File: src/rtl/dram_ref_pkg.sv
package dram_ref_pkg;

  typedef enum logic [2:0] {
    ST_PAUSE,
    ST_IDLE,
    ST_LEAD,
    ST_ACTIVE,
    ST_PRE
  } ref_st_e;

  function automatic int max_of(input int a, input int b);
    return (a > b) ? a : b;
  endfunction

endpackage

File: src/rtl/dram_ref_timer.sv
module dram_ref_timer #(
  parameter int INTERVAL_CYC = 1560,
  parameter int MAX_BACKLOG  = 8
) (
  input  logic clk_i,
  input  logic rst_ni,
  input  logic run_i,
  input  logic done_i,
  output logic pending_o,
  output logic restart_o,
  output logic overrun_o
);

  localparam int TC_W = (INTERVAL_CYC > 1) ? $clog2(INTERVAL_CYC) : 1;
  localparam int BL_W = $clog2(MAX_BACKLOG + 1);

  logic [TC_W-1:0] tcnt;
  logic [BL_W-1:0] backlog;
  logic            tick;
  logic            ovr_q;

  assign tick      = run_i && (tcnt == TC_W'(INTERVAL_CYC - 1));
  assign restart_o = tick && !done_i && (backlog == BL_W'(MAX_BACKLOG));
  assign pending_o = (backlog != '0);
  assign overrun_o = ovr_q;

  always_ff @(posedge clk_i or negedge rst_ni) begin
    if (!rst_ni) begin
      tcnt    <= '0;
      backlog <= '0;
      ovr_q   <= 1'b0;
    end else if (!run_i) begin
      tcnt    <= '0;
      backlog <= '0;
    end else begin
      tcnt <= tick ? '0 : tcnt + TC_W'(1);
      if (restart_o) begin
        backlog <= '0;
        ovr_q   <= 1'b1;
      end else begin
        unique case ({tick, done_i})
          2'b10:   backlog <= backlog + BL_W'(1);
          2'b01:   backlog <= backlog - BL_W'(1);
          default: backlog <= backlog;
        endcase
      end
    end
  end

  p_overrun_sticky_r10: assert property (@(posedge clk_i) disable iff (!rst_ni)
    overrun_o |=> overrun_o);

  p_backlog_cap_r10: assert property (@(posedge clk_i) disable iff (!rst_ni)
    backlog <= BL_W'(MAX_BACKLOG));

endmodule

File: src/rtl/dram_ref_rowctr.sv
module dram_ref_rowctr #(
  parameter int ROW_W = 11
) (
  input  logic             clk_i,
  input  logic             rst_ni,
  input  logic             adv_i,
  output logic [ROW_W-1:0] row_o
);

  always_ff @(posedge clk_i or negedge rst_ni) begin
    if (!rst_ni)    row_o <= '0;
    else if (adv_i) row_o <= row_o + ROW_W'(1);
  end

  p_row_wrap_r5: assert property (@(posedge clk_i) disable iff (!rst_ni)
    (adv_i && (row_o == '1)) |=> (row_o == '0));

endmodule

File: src/rtl/dram_ref_seq.sv
module dram_ref_seq
  import dram_ref_pkg::*;
#(
  parameter int PAUSE_CYC = 20000,
  parameter int WAKE_CNT  = 8,
  parameter int LEAD_CYC  = 1,
  parameter int RAS_CYC   = 5,
  parameter int PRE_CYC   = 3
) (
  input  logic clk_i,
  input  logic rst_ni,
  input  logic grant_i,
  input  logic mode_ro_i,
  input  logic pending_i,
  input  logic restart_i,
  output logic req_o,
  output logic ras_n_o,
  output logic cas_n_o,
  output logic addr_sel_o,
  output logic adv_o,
  output logic done_o,
  output logic init_done_o
);

  localparam int MAXC = max_of(max_of(PAUSE_CYC, LEAD_CYC), max_of(RAS_CYC, PRE_CYC));
  localparam int CNT_W = $clog2(MAXC + 1);
  localparam int WK_W  = $clog2(WAKE_CNT + 1);

  ref_st_e          st;
  logic [CNT_W-1:0] cnt;
  logic [CNT_W-1:0] lim;
  logic [WK_W-1:0]  wake_left;
  logic             cyc_ro;
  logic             init_q;
  logic             need;
  logic             phase_end;
  logic             ras_end;

  assign need = (wake_left != '0) || pending_i;

  always_comb begin
    unique case (st)
      ST_PAUSE:  lim = CNT_W'(PAUSE_CYC - 1);
      ST_LEAD:   lim = CNT_W'(LEAD_CYC - 1);
      ST_ACTIVE: lim = CNT_W'(RAS_CYC - 1);
      ST_PRE:    lim = CNT_W'(PRE_CYC - 1);
      default:   lim = '0;
    endcase
  end

  assign phase_end = (cnt == lim);
  assign ras_end   = (st == ST_ACTIVE) && phase_end;

  always_ff @(posedge clk_i or negedge rst_ni) begin
    if (!rst_ni) begin
      st        <= ST_PAUSE;
      cnt       <= '0;
      wake_left <= WK_W'(WAKE_CNT);
      cyc_ro    <= 1'b0;
      init_q    <= 1'b0;
    end else begin
      unique case (st)
        ST_PAUSE: begin
          if (phase_end) begin st <= ST_IDLE; cnt <= '0; end
          else cnt <= cnt + CNT_W'(1);
        end
        ST_IDLE: begin
          if (need && grant_i) begin
            st     <= ST_LEAD;
            cnt    <= '0;
            cyc_ro <= mode_ro_i;
          end
        end
        ST_LEAD: begin
          if (phase_end) begin st <= ST_ACTIVE; cnt <= '0; end
          else cnt <= cnt + CNT_W'(1);
        end
        ST_ACTIVE: begin
          if (phase_end) begin st <= ST_PRE; cnt <= '0; end
          else cnt <= cnt + CNT_W'(1);
        end
        ST_PRE: begin
          if (phase_end) begin st <= ST_IDLE; cnt <= '0; end
          else cnt <= cnt + CNT_W'(1);
        end
        default: st <= ST_PAUSE;
      endcase
      // overrun restart wins over a wake-up count on the same edge
      if (restart_i) begin
        wake_left <= WK_W'(WAKE_CNT);
        init_q    <= 1'b0;
      end else if (ras_end && (wake_left != '0)) begin
        wake_left <= wake_left - WK_W'(1);
        if (wake_left == WK_W'(1)) init_q <= 1'b1;
      end
    end
  end

  assign req_o       = ((st == ST_IDLE) && need) || (st == ST_LEAD) ||
                       (st == ST_ACTIVE) || (st == ST_PRE);
  assign ras_n_o     = (st != ST_ACTIVE);
  assign cas_n_o     = !(!cyc_ro && ((st == ST_LEAD) || (st == ST_ACTIVE)));
  assign addr_sel_o  = cyc_ro && ((st == ST_LEAD) || (st == ST_ACTIVE));
  assign adv_o       = ras_end && cyc_ro;
  assign done_o      = ras_end && (wake_left == '0);
  assign init_done_o = init_q;

  p_pause_quiet_r1: assert property (@(posedge clk_i) disable iff (!rst_ni)
    (st == ST_PAUSE) |-> (ras_n_o && cas_n_o && !req_o));

  p_start_granted_r7: assert property (@(posedge clk_i) disable iff (!rst_ni)
    (($past(st) == ST_IDLE) && (st == ST_LEAD)) |-> $past(grant_i));

  p_cbr_cas_first_r3: assert property (@(posedge clk_i) disable iff (!rst_ni)
    ($fell(ras_n_o) && !cas_n_o) |-> !$past(cas_n_o));

  p_init_on_ras_rise_r2: assert property (@(posedge clk_i) disable iff (!rst_ni)
    $rose(init_done_o) |-> $rose(ras_n_o));

endmodule

File: src/rtl/dram_refresh_mgr.sv
module dram_refresh_mgr #(
  parameter int PAUSE_CYC    = 20000,
  parameter int INTERVAL_CYC = 1560,
  parameter int WAKE_CNT     = 8,
  parameter int MAX_BACKLOG  = 8,
  parameter int ROW_W        = 11,
  parameter int LEAD_CYC     = 1,
  parameter int RAS_CYC      = 5,
  parameter int PRE_CYC      = 3
) (
  input  logic             clk_i,
  input  logic             rst_ni,
  input  logic             grant_i,
  input  logic             mode_ro_i,
  output logic             req_o,
  output logic             ras_n_o,
  output logic             cas_n_o,
  output logic             we_n_o,
  output logic             oe_n_o,
  output logic [ROW_W-1:0] addr_o,
  output logic             init_done_o,
  output logic             overrun_o
);

  logic             pending;
  logic             restart;
  logic             done;
  logic             adv;
  logic             addr_sel;
  logic [ROW_W-1:0] row;

  dram_ref_seq #(
    .PAUSE_CYC (PAUSE_CYC),
    .WAKE_CNT  (WAKE_CNT),
    .LEAD_CYC  (LEAD_CYC),
    .RAS_CYC   (RAS_CYC),
    .PRE_CYC   (PRE_CYC)
  ) u_seq (
    .clk_i       (clk_i),
    .rst_ni      (rst_ni),
    .grant_i     (grant_i),
    .mode_ro_i   (mode_ro_i),
    .pending_i   (pending),
    .restart_i   (restart),
    .req_o       (req_o),
    .ras_n_o     (ras_n_o),
    .cas_n_o     (cas_n_o),
    .addr_sel_o  (addr_sel),
    .adv_o       (adv),
    .done_o      (done),
    .init_done_o (init_done_o)
  );

  dram_ref_timer #(
    .INTERVAL_CYC (INTERVAL_CYC),
    .MAX_BACKLOG  (MAX_BACKLOG)
  ) u_timer (
    .clk_i     (clk_i),
    .rst_ni    (rst_ni),
    .run_i     (init_done_o),
    .done_i    (done),
    .pending_o (pending),
    .restart_o (restart),
    .overrun_o (overrun_o)
  );

  dram_ref_rowctr #(
    .ROW_W (ROW_W)
  ) u_row (
    .clk_i  (clk_i),
    .rst_ni (rst_ni),
    .adv_i  (adv),
    .row_o  (row)
  );

  assign addr_o = addr_sel ? row : '0;
  assign we_n_o = 1'b1;
  assign oe_n_o = 1'b1;

  p_req_in_cycle_r11: assert property (@(posedge clk_i) disable iff (!rst_ni)
    (!ras_n_o || !cas_n_o) |-> req_o);

  p_ovr_drops_init_r10: assert property (@(posedge clk_i) disable iff (!rst_ni)
    $rose(overrun_o) |-> !init_done_o);

endmodule

File: config.mk
export PLATFORM = sky130hd
export DESIGN_NAME = dram_refresh_mgr
export DESIGN_NICKNAME = d
export VERILOG_FILES = /design/src/rtl/dram_ref_pkg.sv /design/src/rtl/dram_ref_timer.sv /design/src/rtl/dram_ref_rowctr.sv /design/src/rtl/dram_ref_seq.sv /design/src/rtl/dram_refresh_mgr.sv
export SDC_FILE = /design/constraint.sdc
export NUM_CORES = 1
export LEC_CHECK = 0
export ABC_AREA = 1
export ABC_CLOCK_PERIOD_IN_PS = 2140
export BUFFER_PORTS_ARGS = -buffer_cell sky130_fd_sc_hd__buf_2
export CAP_MARGIN = 20
export CORE_ASPECT_RATIO = 1.2
export CORE_UTILIZATION = 52
export DETAILED_ROUTE_END_ITERATION = 16
export PLACE_DENSITY = 0.77
export SYNTH_ARGS = -nofsm -noshare
export SYNTH_HDL_FRONTEND = slang
export SYNTH_SLANG_ARGS = --single-unit
File: constraint.sdc
create_clock -name clk_i -period 2.14 [get_ports clk_i]
set_clock_uncertainty 0.05 [all_clocks]
set_input_delay 0.107 -clock clk_i [delete_from_list [all_inputs] [get_ports clk_i]]
set_output_delay 0.107 -clock clk_i [all_outputs]
set_load 0.01 [all_outputs]
==> results.toml, run 1 <==
[cells_and_area]
nNetsFinal = 551
fillerInstances = 427
layout-drive-gt1-share_pct = 30.7
diodes = 0
synthToLayoutAreaGrowth_pct = 33.7
fin_area_mm2 = 0.00442
final_common_cell = "nand2_1"
final_cell_mix = "96 x nand2_1, 63 x buf_4, 54 x inv_1, 49 x dfrtp_1, 39 x nor2_1"

[die]
core_mm2 = 0.00609
die_w_um = 74.8
rows = 31
dieHeight_um = 89.4
start_util_pct = 54.3
die-area_mm2 = 0.00669
ios = 22

[worst_setup_path]
reg2reg_slack_ps = -470
worstSetupStartpointType = "register"
end_kind = "register"
cp.arrival_ps = 2770
setup.worst_path.class = "register to register"
path_max_fanout = 4
cp.required_ps = 2300

[timing]
min_period_ps = 2610
drv_slew = 0
setup_violations = 18
fmax_mhz = 383
period_share_pct = 122
finalHoldViolations = 0
tns_ps = -3180
rsz0062_at_grt = "true"
setup_slack_ps = -474

[synth]
synth_area_leader_cell = "dfrtp_1"
synthesis.area_mm2 = 0.00331
yosys-top-cells-area = "dfrtp_1 38%, nand2_1 12%, inv_1 6.9%"
ys_ff_latch = 51
syn_inst = 443
yosys_warnings = 0
seq_area_frac_synth_pct = 38.6
synth.distinct_cells = 36
yosysTopAreaCellShare_pct = 37.8
synth.avg_cell_area_um2 = 7.47

[global_routing]
antenna_found_initial = 0
grt_max_degree = 52
grt_usage_pct = 26.3
grt_pass1_wl_um = 13400
grt-ovfl-total = 0
grt_pass1_vias = 3011

[outcome]
violations = "setup timing"
status = "finished with violations"

[clock_tree]
cts_root_buf = "clkbuf_8"
insertion_delay_ps = 320
cts_tree = "built"
h-tree-depth = 2
clk_pin_slew_ps = 100
cts_sinks = 51
cts_buffers = 5
cts_buffer_depth = 2

[placement]
routabilityCongestion = 0.916
dp_hpwl_um = 5950
io_buffer_count = 19
place_area_mm2 = 0.00393

[route]
dr.pass1.iters = 5
drt-total-wl_um = 9580
ant_nets = 0
drc = 0
drt_iter0_markers = 365
viasPerCell = 5.58
wire_per_inst_um = 15.5
vias = 3456

[flow_run]
cap_violations = 0

[min_path]
worstHoldPathType = "input port to register"

[power]
power_leakage_uw = 0.00216
peakVddDrop_v = 0.000317
powerDensity_mw_per_mm2 = 385
==> state kept, by name, summed over array words and instances (netlist names) <==
name               cells
u_timer.overrun_o      1
u_timer.tcnt          11
u_seq.init_done_o      1
u_seq.cnt             15
u_seq.wake_left        4
u_seq.cyc_ro           1
u_seq.st               3
u_row.row_o           11
u_timer.backlog        4
==> through the flow <==
stage / std cells / util (%) / power, µW / hold WS (ps) / setup WS [ps]
final: 619 / 72.6 / 1700 / 57.0 / -474
after global routing: 619 / 72.6 / 1740 / 83.0 / -590
after CTS: 607 / 68.7 / 1690 / 10.2 / -185
after detailed placement: 591 / 64.5 / 1010 / 78.6 / -249
after global placement: 591 / 64.5 / 1010 / 71.3 / -130
after floorplan: 444 / - / 987 / -239 / -66.8
==> cell families after synthesis <==
logic type,count (synthesis),synth area share (%)
other,1,0.113
and+or+nand+nor,250,35.7
adders and majority gates,11,4.16
DFF,51,38.6
xor gates and xnor gates,24,6.58
AOI/OAI and AO/OA,37,6.39
buffers and inverters,69,8.43
==> worst max-delay path: stages (launching register included) <==
cell,delay (ps)
dfrtp_1,440
nor2_4,180
nand2_4,100
inv_4,90
nand3_2,70
nand2_2,100
nand4_1,200
nor2_2,210
nand2_2,80
inv_2,80
ha_4,180
xor2_4,100
ha_4,180
a21oi_2,140
xor2_1,220
o22ai_1,90
==> Yosys cell counts <==
master / instances
ha_1: 11
xor2_2: 1
nor2_4: 3
xor2_1: 21
o21ai_0: 16
inv_1: 61
nand3_2: 2
clkbuf_1: 2
dfstp_2: 1
o21ai_2: 1
dfrtp_1: 50
nor3_1: 21
nand3b_1: 3
nand2_4: 3
nand2_2: 5
nor2_1: 45
a21oi_2: 1
xnor2_1: 2
nand2_1: 104
a21oi_1: 5
buf_6: 1
conb_1: 1
o21bai_1: 1
buf_2: 1
nor4_1: 4
and3_1: 1
or2_2: 2
nor2_8: 2
nand4_1: 8
buf_4: 3
inv_2: 1
nor3b_1: 1
o22ai_1: 11
a31oi_1: 2
nand3_1: 43
nor2_2: 3
==> timing repair <==
action | in CTS | in global routing
resized for setup | 26 | 34
setup endpoints to repair | 7 | 36
pin swaps | 8 | 23
setup buffers | 7 | 13
hold buffers | 1 | 0
endpoints found under the hold margin | 50 | 0
gates cloned | 0 | 0
==> layer usage <==
metal | global-route usage [%] | vias to the layer above | share of wire (%)
met5 | 0 | - | 0
met4 | 8.58 | 0 | 3.8
met3 | 3.83 | 45 | 5.8
met2 | 45.9 | 158 | 50
met1 | 33.2 | 1640 | 40
li1 | - | 1613 | -
==> power by group <==
| part | switching, µW | internal, µW | total (µW) |
|---|---|---|---|
| Clock | 360 | 350 | 710 |
| Combinational | 22.8 | 7.15 | 30.0 |
| Sequential | 0 | 963 | 963 |
==> worst paths after layout <==
path | cells past startpoint | start | endpoint
worst max register to register | 15 | u_seq.st[1] | u_timer.backlog[2]
worst min-delay path | 3 | mode_ro_i | u_seq.cyc_ro
worst min register to register | 2 | u_row.row_o[5] | u_row.row_o[5]
max in group asynchronous | 3 | rst_ni | u_seq.wake_left[3]
min in group asynchronous | 3 | rst_ni | u_seq.cnt[1]
worst max-delay path | 15 | u_seq.st[1] | u_timer.backlog[2]
==> layout make-up <==
class | count | area, µm² | share of cell area [%]
Multi-Input combinational cell | 324 | 2000 | 45.2
Sequential cell | 51 | 1280 | 28.9
Timing Repair Buffer | 92 | 697 | 15.8
Inverter | 62 | 235 | 5.32
Tap cell | 82 | 103 | 2.32
Clock buffer | 6 | 72.6 | 1.64
Clock inverter | 2 | 37.5 | 0.849
Note: power is estimated with default switching activity, not from simulation.
==> run 2: changes to the inputs <==
--- a/config.mk
+++ b/config.mk
@@ -5,7 +5,6 @@
 export SDC_FILE = /design/constraint.sdc
 export NUM_CORES = 1
 export LEC_CHECK = 0
-export ABC_AREA = 1
 export ABC_CLOCK_PERIOD_IN_PS = 2140
 export BUFFER_PORTS_ARGS = -buffer_cell sky130_fd_sc_hd__buf_2
 export CAP_MARGIN = 20
@@ -13,6 +12,7 @@
 export CORE_UTILIZATION = 52
 export DETAILED_ROUTE_END_ITERATION = 16
 export PLACE_DENSITY = 0.77
+export RECOVER_POWER = 25
 export SYNTH_ARGS = -nofsm -noshare
 export SYNTH_HDL_FRONTEND = slang
 export SYNTH_SLANG_ARGS = --single-unit
==> run 2 against run 1 <==
  * Register-to-register slack lost 270 ps
  * The flow still finishes with violations (setup timing)
  * Die area shrank 4.8%
  * Non-clock buffer count grew 26
  * Flip-flop and latch count is the same
  * Critical endpoint is now u_timer.backlog[3]
==> results.toml, run 2 <==
[outcome]
status = "finished with violations"
violations = "setup timing"

[cells_and_area]
nNetsFinal = 462
final_common_cell = "buf_4"
largest_register_ffs = 15
diodes = 0
reg_top3 = "u_seq.cnt: 15 flops, u_row.row_o: 11 flops, u_timer.tcnt: 11 flops"
final_cell_mix = "79 x buf_4, 50 x dfrtp_1, 34 x nand2_1, 27 x nor2_1, 18 x nand3_1"
layout-drive-gt1-share_pct = 40.2
synthToLayoutAreaGrowth_pct = 42.5
fin_area_mm2 = 0.00448
regMostFlops = "u_seq.cnt"

[synth]
yosysMostFrequentCell = "dfrtp_1"
yosys-top-cells-area = "dfrtp_1 40%, nand2_1 4.5%, xor2_1 4.5%"
syn_inst = 334
synth.top_cells.by_count = "50 x dfrtp_1, 38 x nand2_1, 28 x nor2_1"
ys_async_sr_fraction_pct = 100
synthesis.area_mm2 = 0.00314
ys_ff_latch = 51
synth_area_leader_cell = "dfrtp_1"
synth.avg_cell_area_um2 = 9.41
synth_edf_count = 0
seq_area_frac_synth_pct = 40.6
yosys_warnings = 0
yosysTopAreaCellShare_pct = 39.8
synth.distinct_cells = 64
ys.flop_type = "dfrtp_1"

[worst_setup_path]
rr_worst_depth = 14
end_kind = "register"
critical_path.slowest_cell = "dfrtp_1"
cp.required_ps = 2280
worstSetupStartpointType = "register"
setup.worst_path.class = "register to register"
path_cells = "buf_6, or2_4, o211a_1, o2111a_2, nand2_4, nor3_4, buf_4, buf_6, ha_4, o21a_1, o22a_1, o21ai_2, nor2_1, o21a_1"
path_depth = 14
cp_top_family = "compound AO/OA/AOI/OAI gates"
cp_slowest_stage_delay_ps = 410
cp.arrival_ps = 3020
crit_buf_inv = 3
path_max_fanout = 3

[die]
rows = 30
die_w_um = 73.0
die-area_mm2 = 0.00636
start_util_pct = 54.7
ios = 22
core_mm2 = 0.00574
dieHeight_um = 87.2

[placement]
io_buffer_count = 19
routabilityCongestion = 0.862
place_area_mm2 = 0.00394
dp_hpwl_um = 5510

[route]
viasPerCell = 5.82
drt-total-wl_um = 9040
dr.pass1.iters = 4
drt_iter0_markers = 223
wire_per_inst_um = 17.1
drc = 0
vias = 3074
ant_nets = 0

[global_routing]
grt_usage_pct = 29.7
antenna_found_initial = 0
grt-ovfl-total = 0
grt_pass1_vias = 3170
grt_max_degree = 37
grt_pass1_wl_um = 14500

[timing]
tightest_slew_ps = 926
drv_slew = 0
relSlewSlack_pct = 38.2
setup_slack_ps = -743
period_share_pct = 135
setup_violations = 38
min_period_ps = 2880
fmax_mhz = 347
finalHoldViolations = 0
rsz0062_at_grt = "true"
fin_hold_ws_ps = 329

[power]
power_leakage_uw = 0.00211
powerDensity_mw_per_mm2 = 353
peakVddDrop_v = 0.000325

[min_path]
worstHoldPathType = "input port to register"
hold_path_depth = 5

[clock_tree]
cts_buffer_depth = 2
cts_tree = "built"
cts_sinks = 51
h-tree-depth = 2
clk_pin_slew_ps = 90
cts_root_buf = "clkbuf_8"
cts_buffers = 5
insertion_delay_ps = 310

[flow_run]
cap_violations = 0
## run 2: cell types whose count changed in the layout (fill, tap and decap cells not counted), sizes merged, moves of 14 or more
cell,change
nand2,-73
inv,-53
nand3,-26
nor2,-25
buf,+21
and2,+14
## run 2: per-stage QoR
step / util, % / worst slack, ps / power (µW) / instances / TNS [ps]
after CTS: 75.4 / -602 / 1600 / 521 / -5600
after floorplan: - / -785 / 987 / 335 / -2360
final: 78.0 / -743 / 1580 / 528 / -10230
after global placement: 68.6 / -571 / 1010 / 498 / -2840
after detailed placement: 68.6 / -670 / 1010 / 498 / -4360
after global routing: 78.0 / -806 / 1630 / 528 / -12840
## run 2: worst min-delay path: cells and delay by family
| family | cells | cell delay, ps |
|---|---|---|
| AOI/OAI and AO/OA | 2 | 220 |
| buffers and inverters | 2 | 230 |
| and+or+nand+nor | 1 | 80 |
## run 2: timing repair
item	CTS	global route
setup endpoints to repair	28	45
endpoints found under the hold margin	34	0
resized for setup	39	26
hold buffers	2	0
gates cloned	2	0
buffers inserted	12	10
pin swaps	22	24
## run 2: path summary, 6_finish.rpt
path / endpoint / slack [ps] / start
max reg2reg: u_timer.backlog[3] / -740 / u_seq.st[1]
min: u_seq.st[1] / 330 / grant_i
max: u_timer.backlog[3] / -740 / u_seq.st[1]
min in group asynchronous: u_timer.tcnt[3] / 410 / rst_ni
max in group asynchronous: u_seq.cnt[9] / 940 / rst_ni
min reg2reg: u_row.row_o[10] / 420 / u_row.row_o[10]
## run 2: kinds of logic (layout without fill, tap and decap cells)
group | after synthesis | in the layout | synth area share, %
flip-flops | 51 | 51 | 40.6
AND/OR/NAND/NOR | 168 | 168 | 29.1
XOR/XNOR | 26 | 26 | 7.24
AO/OA/AOI/OAI | 49 | 50 | 13.0
multiplexers | 5 | 5 | 1.67
buffers and inverters | 23 | 135 | 3.90
adder cells (fa/ha/maj) | 11 | 11 | 4.38
other | 1 | 2 | 0.119
## run 2: power by group
| part | switching (µW) | total, µW | internal [µW] | leakage, µW |
|---|---|---|---|---|
| Clock | 325 | 591 | 266 | 0.0000484 |
| Sequential | 0 | 963 | 963 | 0.000704 |
| Combinational | 22.3 | 29.0 | 6.70 | 0.00136 |
| Total | 347 | 1580 | 1240 | 0.00211 |
## run 2: area by class of cell
class	count	area (µm²)
Timing Repair Buffer	118	937
Sequential cell	51	1280
Clock buffer	7	86.3
Multi-Input combinational cell	262	2040
Inverter	9	33.8
Fill cell	349	1260
Tap cell	80	100
Clock inverter	1	8.76
## run 2: layer usage
layer  up-vias  track usage, %  routed length (µm)
met2       107            52.9                4740
met1      1499            35.2                3590
li1       1431               -                   -
met3        37            4.40                 374
met4         0            12.5                 341
met5         -               0                   0
==> run 3: changes to the inputs <==
--- a/config.mk
+++ b/config.mk
@@ -11,7 +11,7 @@
 export CORE_ASPECT_RATIO = 1.2
 export CORE_UTILIZATION = 52
 export DETAILED_ROUTE_END_ITERATION = 16
-export PLACE_DENSITY = 0.77
+export PLACE_DENSITY = 0.71
 export RECOVER_POWER = 25
 export SYNTH_ARGS = -nofsm -noshare
 export SYNTH_HDL_FRONTEND = slang
==> run 3 against run 2 <==
  * Via count fell by 1.1%
  * Critical path depth fell by 2
  * First-iteration DRC count fell by 13%
  * Non-clock buffer count fell by 4
  * Combinational power shrank 7.9%
  * Clock power down 3%
  * Maximum frequency is 3.3% higher
  * Highest routed layer unchanged
  * The flow still finishes with violations (setup timing)
==> results.toml, run 3 (synthesized netlist as in run 2, its figures left out) <==
[outcome]
status = "finished with violations"
violations = "setup timing"

[route]
drt_iter0_markers = 195
drc = 0
met1_length_um = 3820
top_layer = "met4"
drt-total-wl_um = 9100
ant_nets = 0
dr.pass1.iters = 4
wire_per_inst_um = 17.4
wl_met3_um = 335
vias = 3040
dr_wl_met2_um = 4730
viasPerCell = 5.81

[die]
die-area_mm2 = 0.00636
dieHeight_um = 87.2
core_mm2 = 0.00574
ios = 22
die_w_um = 73.0
start_util_pct = 54.7
rows = 30

[placement]
dp_hpwl_um = 5400
io_buffer_count = 19
routabilityCongestion = 0.867

[cells_and_area]
layout-drive-gt1-share_pct = 41.1
synthToLayoutAreaGrowth_pct = 44.4
nNetsFinal = 457
diodes = 0
final_core_util_pct = 79.0
regMostFlops = "u_seq.cnt"
largest_register_ffs = 15
final_cell_mix = "72 x buf_4, 50 x dfrtp_1, 36 x nand2_1, 25 x nor2_1"
reg_top3 = "u_seq.cnt: 15 flops, u_row.row_o: 11 flops, u_timer.tcnt: 11 flops"
final_common_cell = "buf_4"

[worst_setup_path]
cp.required_ps = 2290
cp.arrival_ps = 2940
worstSetupStartpointType = "register"
setup.worst_path.class = "register to register"
path_max_fanout = 4
end_kind = "register"

[timing]
rsz0062_at_grt = "true"
fmax_mhz = 358
relSlewSlack_pct = 12.6
finalHoldViolations = 0
drv_slew = 0
fin_hold_ws_ps = 192
min_period_ps = 2790
tightest_slew_ps = 1310
setup_violations = 33
setup_slack_ps = -652
period_share_pct = 130

[clock_tree]
clk_pin_slew_ps = 100
h-tree-depth = 2
cts_root_buf = "clkbuf_8"
insertion_delay_ps = 310
cts_tree = "built"
cts_sinks = 51
cts_buffer_depth = 2
cts_buffers = 5

[global_routing]
grt_pass1_vias = 2985
grt_usage_pct = 28.3
antenna_found_initial = 0
grt_max_degree = 52
grt-ovfl-total = 0
grt_pass1_wl_um = 14000

[min_path]
worstHoldPathType = "input port to register"

[power]
powerDensity_mw_per_mm2 = 344
p_total_uw = 1560
peakVddDrop_v = 0.000248
power_leakage_uw = 0.00209

[flow_run]
cap_violations = 0
==> run 3: cell count changes in the layout (fill, tap and decap cells not counted), sizes merged <==
| cell | previous run | this run |
|---|---|---|
| o21ai | 7 | 6 |
| clkinvlp | 0 | 1 |
| clkbuf | 11 | 9 |
| buf | 112 | 109 |
==> run 3: power breakdown <==
part,internal [µW],leakage (µW),switching [µW]
Combinational,4.90,0.00134,21.8
Sequential,963,0.000704,0
Clock,230,0.0000412,343
Total,1200,0.00209,365
==> run 3: metrics by stage <==
step	cell area [µm²]	worst slack, ps	TNS (ps)	instances
floorplan	3240	-785	-2360	335
global placement	3900	-576	-3340	493
detailed placement	3900	-688	-4650	493
CTS	4330	-612	-5120	515
global route	4540	-780	-10780	523
finish	4540	-652	-7460	523
==> run 3: timing repair <==
action                     CTS  global route
gates resized for setup     44            31
hold buffers                 2             0
setup endpoints to repair   26            35
gates cloned                 2             0
hold endpoints to repair    51             0
pin swaps                   29            24
setup buffers               10            11
==> run 3: layout make-up <==
cell class                      count  area, µm²
Multi-Input combinational cell    261       2100
Sequential cell                    51       1280
Fill cell                         350       1200
Timing Repair Buffer              114        941
Tap cell                           80        100
Clock buffer                        6       72.6
Inverter                            9       33.8
Clock inverter                      2       12.5
==> run 3: metal layers <==
layer,track usage [%],vias up
li1,-,1429
met1,35.0,1521
met2,48.3,71
met3,4.40,19
met4,12.7,0
met5,0,-
==> run 3: worst paths after layout <==
path | slack (ps) | endpoint | cells after the start | start
setup / recovery | -650 | u_timer.backlog[3] | 12 | u_seq.st[1]
hold / removal | 190 | u_seq.st[1] | 4 | grant_i
setup reg to reg | -650 | u_timer.backlog[3] | 12 | u_seq.st[1]
hold reg to reg | 410 | u_row.row_o[10] | 1 | u_row.row_o[10]
max in group asynchronous | 590 | u_timer.backlog[3] | 3 | rst_ni
min in group asynchronous | 630 | u_timer.tcnt[10] | 3 | rst_ni
==> run 3: critical path, stage by stage, from the launching register on <==
cell,delay (ps)
dfrtp_1,410
or3b_4,410
a211oi_4,270
or3_4,180
nand2_4,50
nor3_4,170
ha_4,200
ha_4,220
a31o_4,220
a21oi_2,100
o21ai_1,80
and3_1,150
o21a_1,160
